File: src/rtl/i2cr_pkg.sv
package i2cr_pkg;
  typedef enum logic [2:0] {
    ST_IDLE,
    ST_ADDR,
    ST_ADDR_ACK,
    ST_WR_BYTE,
    ST_WR_ACK,
    ST_RD_BYTE,
    ST_RD_ACK
  } i2cr_state_e;
endpackage

File: src/rtl/i2cr_bus_sync.sv
module i2cr_bus_sync #(
  parameter int STAGES = 2
) (
  input  logic clk,
  input  logic rst_n,
  input  logic scl_i,
  input  logic sda_i,
  output logic scl_s,
  output logic sda_s,
  output logic scl_rise,
  output logic scl_fall,
  output logic start_det,
  output logic stop_det
);
  logic [STAGES-1:0] scl_pipe;
  logic [STAGES-1:0] sda_pipe;
  logic              scl_q;
  logic              sda_q;

  // Idle bus level is high on both lines.
  always_ff @(posedge clk or negedge rst_n) begin
    if (!rst_n) begin
      scl_pipe <= '1;
      sda_pipe <= '1;
      scl_q    <= 1'b1;
      sda_q    <= 1'b1;
    end else begin
      scl_pipe <= {scl_pipe[STAGES-2:0], scl_i};
      sda_pipe <= {sda_pipe[STAGES-2:0], sda_i};
      scl_q    <= scl_s;
      sda_q    <= sda_s;
    end
  end

  assign scl_s     = scl_pipe[STAGES-1];
  assign sda_s     = sda_pipe[STAGES-1];
  assign scl_rise  = scl_s & ~scl_q;
  assign scl_fall  = ~scl_s & scl_q;
  // Data edges during a stable high clock are bus conditions.
  assign start_det = scl_s & scl_q & sda_q & ~sda_s;
  assign stop_det  = scl_s & scl_q & ~sda_q & sda_s;
endmodule

File: src/rtl/i2cr_mem.sv
module i2cr_mem #(
  parameter int AW = 8,
  parameter int DW = 8
) (
  input  logic          clk,
  input  logic          rst_n,
  input  logic          we,
  input  logic [AW-1:0] waddr,
  input  logic [DW-1:0] wdata,
  input  logic [AW-1:0] raddr,
  output logic [DW-1:0] rdata
);
  localparam int DEPTH = 1 << AW;

  logic [DEPTH-1:0][DW-1:0] cells;

  always_ff @(posedge clk or negedge rst_n) begin
    if (!rst_n) begin
      cells <= '0;
    end else if (we) begin
      cells[waddr] <= wdata;
    end
  end

  assign rdata = cells[raddr];
endmodule

File: src/rtl/i2cr_ctrl.sv
module i2cr_ctrl
  import i2cr_pkg::*;
#(
  parameter int          AW       = 8,
  parameter int          DW       = 8,
  parameter logic [6:0]  DEV_ADDR = 7'h50
) (
  input  logic          clk,
  input  logic          rst_n,
  input  logic          sda_s,
  input  logic          scl_rise,
  input  logic          scl_fall,
  input  logic          start_det,
  input  logic          stop_det,
  input  logic [DW-1:0] rd_data,
  output logic          mem_we,
  output logic [AW-1:0] ptr,
  output logic [DW-1:0] mem_wdata,
  output logic          sda_oe,
  output i2cr_state_e   state
);
  localparam int          CNT_W    = $clog2(DW);
  localparam logic [CNT_W-1:0] LAST_BIT = CNT_W'(DW - 1);

  i2cr_state_e      state_d;
  logic [CNT_W-1:0] cnt_q, cnt_d;
  logic [DW-1:0]    rx_q, rx_d, rx_next;
  logic [DW-1:0]    tx_q, tx_d;
  logic [AW-1:0]    ptr_d;
  logic             pend_q, pend_d;
  logic             rw_q, rw_d;
  logic             in_bit_q, in_bit_d;
  logic             oe_d;

  assign rx_next   = {rx_q[DW-2:0], sda_s};
  assign mem_wdata = rx_next;

  always_comb begin
    state_d  = state;
    cnt_d    = cnt_q;
    rx_d     = rx_q;
    tx_d     = tx_q;
    ptr_d    = ptr;
    pend_d   = pend_q;
    rw_d     = rw_q;
    in_bit_d = in_bit_q;
    oe_d     = sda_oe;
    mem_we   = 1'b0;

    if (start_det) begin
      state_d  = ST_ADDR;
      cnt_d    = '0;
      in_bit_d = 1'b0;
      oe_d     = 1'b0;
      pend_d   = 1'b1;
    end else if (stop_det) begin
      state_d  = ST_IDLE;
      in_bit_d = 1'b0;
      oe_d     = 1'b0;
    end else if (state != ST_IDLE) begin
      if (scl_rise) begin
        in_bit_d = 1'b1;
      end else if (scl_fall && in_bit_q) begin
        in_bit_d = 1'b0;
        unique case (state)
          ST_ADDR: begin
            rx_d  = rx_next;
            cnt_d = cnt_q + 1'b1;
            if (cnt_q == LAST_BIT) begin
              if (rx_next[DW-1:1] == DEV_ADDR) begin
                rw_d    = rx_next[0];
                oe_d    = 1'b1;
                state_d = ST_ADDR_ACK;
              end else begin
                state_d = ST_IDLE;
              end
            end
          end
          ST_ADDR_ACK, ST_RD_ACK: begin
            cnt_d = '0;
            if ((state == ST_ADDR_ACK && rw_q) || (state == ST_RD_ACK && !sda_s)) begin
              tx_d    = rd_data;
              oe_d    = ~rd_data[DW-1];
              ptr_d   = ptr + 1'b1;
              state_d = ST_RD_BYTE;
            end else if (state == ST_ADDR_ACK) begin
              oe_d    = 1'b0;
              state_d = ST_WR_BYTE;
            end else begin
              oe_d    = 1'b0;
              state_d = ST_IDLE;
            end
          end
          ST_WR_BYTE: begin
            rx_d  = rx_next;
            cnt_d = cnt_q + 1'b1;
            if (cnt_q == LAST_BIT) begin
              oe_d    = 1'b1;
              state_d = ST_WR_ACK;
              if (pend_q) begin
                ptr_d  = rx_next[AW-1:0];
                pend_d = 1'b0;
              end else begin
                mem_we = 1'b1;
                ptr_d  = ptr + 1'b1;
              end
            end
          end
          ST_WR_ACK: begin
            oe_d    = 1'b0;
            cnt_d   = '0;
            state_d = ST_WR_BYTE;
          end
          ST_RD_BYTE: begin
            cnt_d = cnt_q + 1'b1;
            tx_d  = tx_q << 1;
            if (cnt_q == LAST_BIT) begin
              oe_d    = 1'b0;
              state_d = ST_RD_ACK;
            end else begin
              oe_d = ~tx_q[DW-2];
            end
          end
          default: state_d = ST_IDLE;
        endcase
      end
    end
  end

  always_ff @(posedge clk or negedge rst_n) begin
    if (!rst_n) begin
      state    <= ST_IDLE;
      cnt_q    <= '0;
      rx_q     <= '0;
      tx_q     <= '0;
      ptr      <= '0;
      pend_q   <= 1'b0;
      rw_q     <= 1'b0;
      in_bit_q <= 1'b0;
      sda_oe   <= 1'b0;
    end else begin
      state    <= state_d;
      cnt_q    <= cnt_d;
      rx_q     <= rx_d;
      tx_q     <= tx_d;
      ptr      <= ptr_d;
      pend_q   <= pend_d;
      rw_q     <= rw_d;
      in_bit_q <= in_bit_d;
      sda_oe   <= oe_d;
    end
  end
endmodule

File: src/rtl/i2c_ptr_ram_target.sv
module i2c_ptr_ram_target
  import i2cr_pkg::*;
#(
  parameter logic [6:0] DEV_ADDR    = 7'h50,
  parameter int         PTR_W       = 8,
  parameter int         DATA_W      = 8,
  parameter int         SYNC_STAGES = 2
) (
  input  logic clk,
  input  logic rst_n,
  input  logic scl_i,
  input  logic sda_i,
  output logic sda_oe
);
  logic              scl_s, sda_s, scl_rise, scl_fall, start_det, stop_det;
  logic              mem_we;
  logic [PTR_W-1:0]  ptr;
  logic [DATA_W-1:0] mem_wdata, rd_data;
  i2cr_state_e       state;

  i2cr_bus_sync #(.STAGES(SYNC_STAGES)) u_sync (
    .clk(clk), .rst_n(rst_n), .scl_i(scl_i), .sda_i(sda_i),
    .scl_s(scl_s), .sda_s(sda_s), .scl_rise(scl_rise), .scl_fall(scl_fall),
    .start_det(start_det), .stop_det(stop_det)
  );

  i2cr_mem #(.AW(PTR_W), .DW(DATA_W)) u_mem (
    .clk(clk), .rst_n(rst_n), .we(mem_we), .waddr(ptr), .wdata(mem_wdata),
    .raddr(ptr), .rdata(rd_data)
  );

  i2cr_ctrl #(.AW(PTR_W), .DW(DATA_W), .DEV_ADDR(DEV_ADDR)) u_ctrl (
    .clk(clk), .rst_n(rst_n), .sda_s(sda_s), .scl_rise(scl_rise),
    .scl_fall(scl_fall), .start_det(start_det), .stop_det(stop_det),
    .rd_data(rd_data), .mem_we(mem_we), .ptr(ptr), .mem_wdata(mem_wdata),
    .sda_oe(sda_oe), .state(state)
  );
endmodule

File: config.mk
export PLATFORM = sky130hd
export DESIGN_NAME = i2c_ptr_ram_target
export DESIGN_NICKNAME = d
export VERILOG_FILES = /design/src/rtl/i2cr_pkg.sv /design/src/rtl/i2cr_bus_sync.sv /design/src/rtl/i2cr_mem.sv /design/src/rtl/i2cr_ctrl.sv /design/src/rtl/i2c_ptr_ram_target.sv
export SDC_FILE = /design/constraint.sdc
export NUM_CORES = 2
export LEC_CHECK = 0
export BUFFER_PORTS_ARGS = -buffer_cell sky130_fd_sc_hd__buf_4
export CAP_MARGIN = 5
export CORE_AREA = 2 2 387 389
export CTS_CLUSTER_SIZE = 30
export DETAILED_ROUTE_END_ITERATION = 8
export DIE_AREA = 0 0 389 391
export GPL_TIMING_DRIVEN = 0
export PLACE_DENSITY = 0.9
export SLEW_MARGIN = 20
export SYNTH_ARGS = -nofsm -noshare
export SYNTH_HDL_FRONTEND = slang
export SYNTH_HIERARCHICAL = 1
export SYNTH_SLANG_ARGS = --single-unit
File: constraint.sdc
create_clock -name clk -period 4.9 [get_ports clk]
set_clock_uncertainty 0.05 [all_clocks]
set_input_delay 0 -clock clk [delete_from_list [all_inputs] [get_ports clk]]
set_output_delay 0 -clock clk [all_outputs]
set_load 0.005 [all_outputs]
==> results.py <==
metrics = {
    "place": {
        "io_buffers": 4,
        "place_area_mm2": 0.0988,
        "dp_hpwl_um": 242000,
        "gp_congestion": 1.07,
    },
    "yosys": {
        "synthXorXnorAreaFrac_pct": 0.00917,
        "synthMuxAreaShare_pct": 36.5,
        "syn-instance-count": 6258,
        "ys_seq_area_share_pct": 54.6,
        "synthesis.nets": 6265,
        "synth_top_family_by_area": "multiplexers",
        "ys.flop_type": "dfrtp_1",
        "synth-simple-area-share_pct": 2.83,
        "synth_edf_count": 0,
        "ys_seq_elements": 2086,
        "synth_warnings": 6,
        "synthAdderAreaFrac_pct": 0.0393,
        "synth_area_mm2": 0.0956,
        "async_flop_share_pct": 100,
        "synth_compound_area_share_pct": 3.35,
        "avgSynthCellArea_um2": 15.3,
        "synth.distinct_cells": 80,
    },
    "global_route": {
        "antenna_found_initial": 39,
        "track_usage_pct": 48.2,
        "grt_pass1_vias": 66800,
        "grt_pass1_wl_um": 506000,
        "grt_max_degree": 165,
        "overflow": 0,
    },
    "timing": {
        "worst_slew_pin_slew_ns": 1.43,
        "hold_violations": 0,
        "max_freq_mhz": 184,
        "drv_slew": 0,
        "maxSlewHeadroom_pct": 4.50,
        "rsz0062_at_grt": "yes",
        "fin_setup_tns_ns": -11.95,
        "period_needed_ns": 5.44,
        "post-route-period-util_pct": 111,
        "fin_ws_ns": -0.540,
        "finalSetupViolCount": 152,
    },
    "clock_network": {
        "clk_pin_slew_ns": 0.06,
        "htree_levels": 4,
        "tritoncts": "built",
        "clk_root_buffer_cell": "clkbuf_16",
        "cts_sinks": 2086,
        "cts_max_path_buffers": 3,
        "cts_setup_buffers": 0,
        "cts_buffers": 204,
        "clk_latency_ns": 0.87,
    },
    "layout": {
        "final_layout_size_suffix_gt1_share_pct": 48.1,
        "area_growth_pct": 11.3,
        "final_nets": 6509,
        "final_area_mm2": 0.106,
        "final_core_utilization_pct": 71.6,
        "num-fill-cells": 8998,
    },
    "routing": {
        "wl_um": 364000,
        "drtIter0Drc": 10700,
        "vias": 67100,
        "via_per_inst": 7.75,
        "routedWlPerCell_um": 42.0,
        "drt_pre_antenna_iters": 9,
        "antenna_left": 0,
        "drc_errors": 0,
    },
    "status": {
        "violations": "negative setup slack",
        "outcome": "complete, but fails checks",
    },
    "hold_path": {
        "hold_class": "primary input to flip-flop",
        "hp-start": "scl_i",
        "holdPathStages": 3,
        "whs_endpoint": "u_sync/scl_pipe[0]",
    },
    "job": {
        "maxCapViolCount": 0,
    },
    "die": {
        "start_util_pct": 64.3,
        "die_w_um": 389,
        "dieArea_mm2": 0.152,
        "num_io_pins": 5,
        "die_h_um": 391,
        "fp-row-count": 142,
        "core_area_mm2": 0.149,
    },
    "worst_setup_path": {
        "worstSetupPathDepth": 13,
        "startpoint": "u_ctrl/ptr[2]",
        "worstPathMaxFanout": 10,
        "critPathKind": "flip-flop to flip-flop",
        "cp_slowest_cell": "o21ai_0",
        "r2r_slack_ns": -0.54,
        "rr_endpoint": "u_ctrl/sda_oe",
        "reg2regPathDepth": 13,
        "cp_top_family": "buffers and inverters",
        "cp-end-kind": "flip-flop",
        "max_stage_delay_ns": 0.83,
        "cp_num_buf_inv": 4,
        "arrival_ns": 6.13,
        "r2r-start": "u_ctrl/ptr[2]",
        "critPathRequiredTime_ns": 5.59,
        "cp-start-kind": "flip-flop",
        "cp_cell_sequence": "nor2b_1 -> clkbuf_2 -> buf_2 -> buf_2 -> clkbuf_2 -> a221oi_1 -> o21ai_0 -> a21oi_1 -> nor3_2 -> nand2b_1 -> a21oi_1 -> nor4b_1 -> a2111oi_0",
    },
    "power": {
        "p_leak_nw": 49.4,
        "powerDensity_mw_per_mm2": 321,
        "ir_worst_vdd_mv": 0.344,
    },
}
==> flip-flops by register name, indices dropped and copies added (netlist names) <==
register and cells:
u_sync/scl_q 1, u_ctrl/in_bit_q 1, u_ctrl/ptr 8, u_ctrl/pend_q 1, u_ctrl/rw_q 1, u_mem/cells 2048, u_ctrl/cnt_q 3, u_ctrl/tx_q 7
u_sync/sda_q 1, u_ctrl/state 3, u_ctrl/sda_oe 1, u_ctrl/rx_q 7, u_sync/sda_pipe 2, u_sync/scl_pipe 2
==> per-layer routing <==
| metal | up-vias | global-route usage, % | share of wire [%] |
|---|---|---|---|
| met5 | - | 3.48 | 0.19 |
| met3 | 2147 | 27.2 | 17 |
| met4 | 32 | 40.8 | 11 |
| li1 | 24000 | - | - |
| met2 | 6277 | 63.8 | 40 |
| met1 | 34700 | 56.1 | 32 |
==> worst reg2reg max path: cells and delay by family, from the launching register on <==
kind                   cells  cell delay (ns)
AND/OR/NAND/NOR            4             1.06
buffers and inverters      4             2.32
AO/OA/AOI/OAI              5             1.34
flip-flops                 1             0.54
==> cells in the final DEF (no fill, tap or decap), drive strengths merged, types with 35 or more instances in the layout <==
cell type,count
buf,186
clkinv,42
clkbuf,627
a21oi,115
a22oi,162
mux2i,153
o221ai,35
nor2,202
mux2,2073
mux4,443
nand2,176
diode,43
dfrtp,2080
==> area by class of cell <==
type                       count  area [µm²]  area share [%]
clock inverter                67         895           0.841
tap                         1944        2430            2.29
timing repair buffer          38         810           0.761
sequential                  2086       52200            49.1
clock buffer                 313        6080            5.72
antenna                       43         108           0.101
multi-input combinational   3688       41000            38.6
inverter                      12        52.6          0.0494
buffer                       472        2730            2.57
==> Yosys cell counts (all sizes together) (3+ instances only) <==
master | n | share of area [%]
a2111oi | 4 | 0.063
a211oi | 7 | 0.055
a21o | 3 | 0.024
a21oi | 115 | 0.61
a221oi | 16 | 0.15
a22o | 17 | 0.16
a22oi | 162 | 1.3
a2bb2oi | 6 | 0.055
a31oi | 5 | 0.033
and2 | 11 | 0.072
and3 | 8 | 0.052
and3b | 3 | 0.028
and4b | 3 | 0.031
buf | 160 | 1.4
clkbuf | 312 | 1.2
dfrtp | 2080 | 54
dfstp | 6 | 0.16
ha | 3 | 0.039
inv | 11 | 0.046
mux2 | 2073 | 24
mux2i | 153 | 1.6
mux4 | 443 | 10
nand2 | 176 | 0.69
nand2b | 17 | 0.11
nand3 | 30 | 0.16
nand3b | 3 | 0.027
nand4 | 9 | 0.059
nor2 | 202 | 0.97
nor2b | 27 | 0.18
nor3 | 30 | 0.17
nor4 | 19 | 0.12
nor4b | 3 | 0.028
o2111ai | 3 | 0.028
o21ai | 31 | 0.16
o221ai | 35 | 0.33
o22ai | 31 | 0.20
o31ai | 6 | 0.047
or2 | 4 | 0.026
or3 | 4 | 0.026
or4 | 5 | 0.043
==> cell families after synthesis <==
| group | after synthesis |
|---|---|
| DFF | 2086 |
| buffers and inverters | 484 |
| adders and majority gates | 3 |
| xor gates and xnor gates | 1 |
| muxes | 2669 |
| and+or+nand+nor | 558 |
| AOI/OAI and AO/OA | 457 |
==> report_power, final <==
group	total (W)	switching, W	internal, W
logic	0.000530	0.000465	0.0000650
registers	0.0172	0.00000796	0.0172
clock network	0.0164	0.00708	0.00932
total	0.0342	0.00755	0.0266
==> through the flow <==
stage                     worst slack [ns]  cells  total power [W]  hold WS, ns
final                               -0.540   8663           0.0342        0.275
after global routing                -0.248   8622           0.0349        0.288
after CTS                          0.00450   8620           0.0341        0.254
after detailed placement             -1.06   8233           0.0181       -0.137
after global placement              -20.75   8206           0.0180       0.0615
after floorplan                       1.70   6258           0.0176       -0.346
==> repair_timing <==
| action | in CTS | in global routing |
|---|---|---|
| hold buffers | 7 | 0 |
| resized for setup | 75 | 42 |
| setup endpoints to repair | 8 | 238 |
| endpoints found under the hold margin | 443 | 0 |
==> worst max path at each step <==
stage	endpoint	slack, ns
final	u_ctrl/sda_oe	-0.54
after global routing	u_ctrl/sda_oe	-0.25
after CTS	u_ctrl/sda_oe	0.004
after detailed placement	u_ctrl/sda_oe	-1.06
after global placement	u_mem/cells[196]	-20.75
after floorplan	u_ctrl/sda_oe	1.70
No activity file was read; power rests on OpenSTA's default activity.
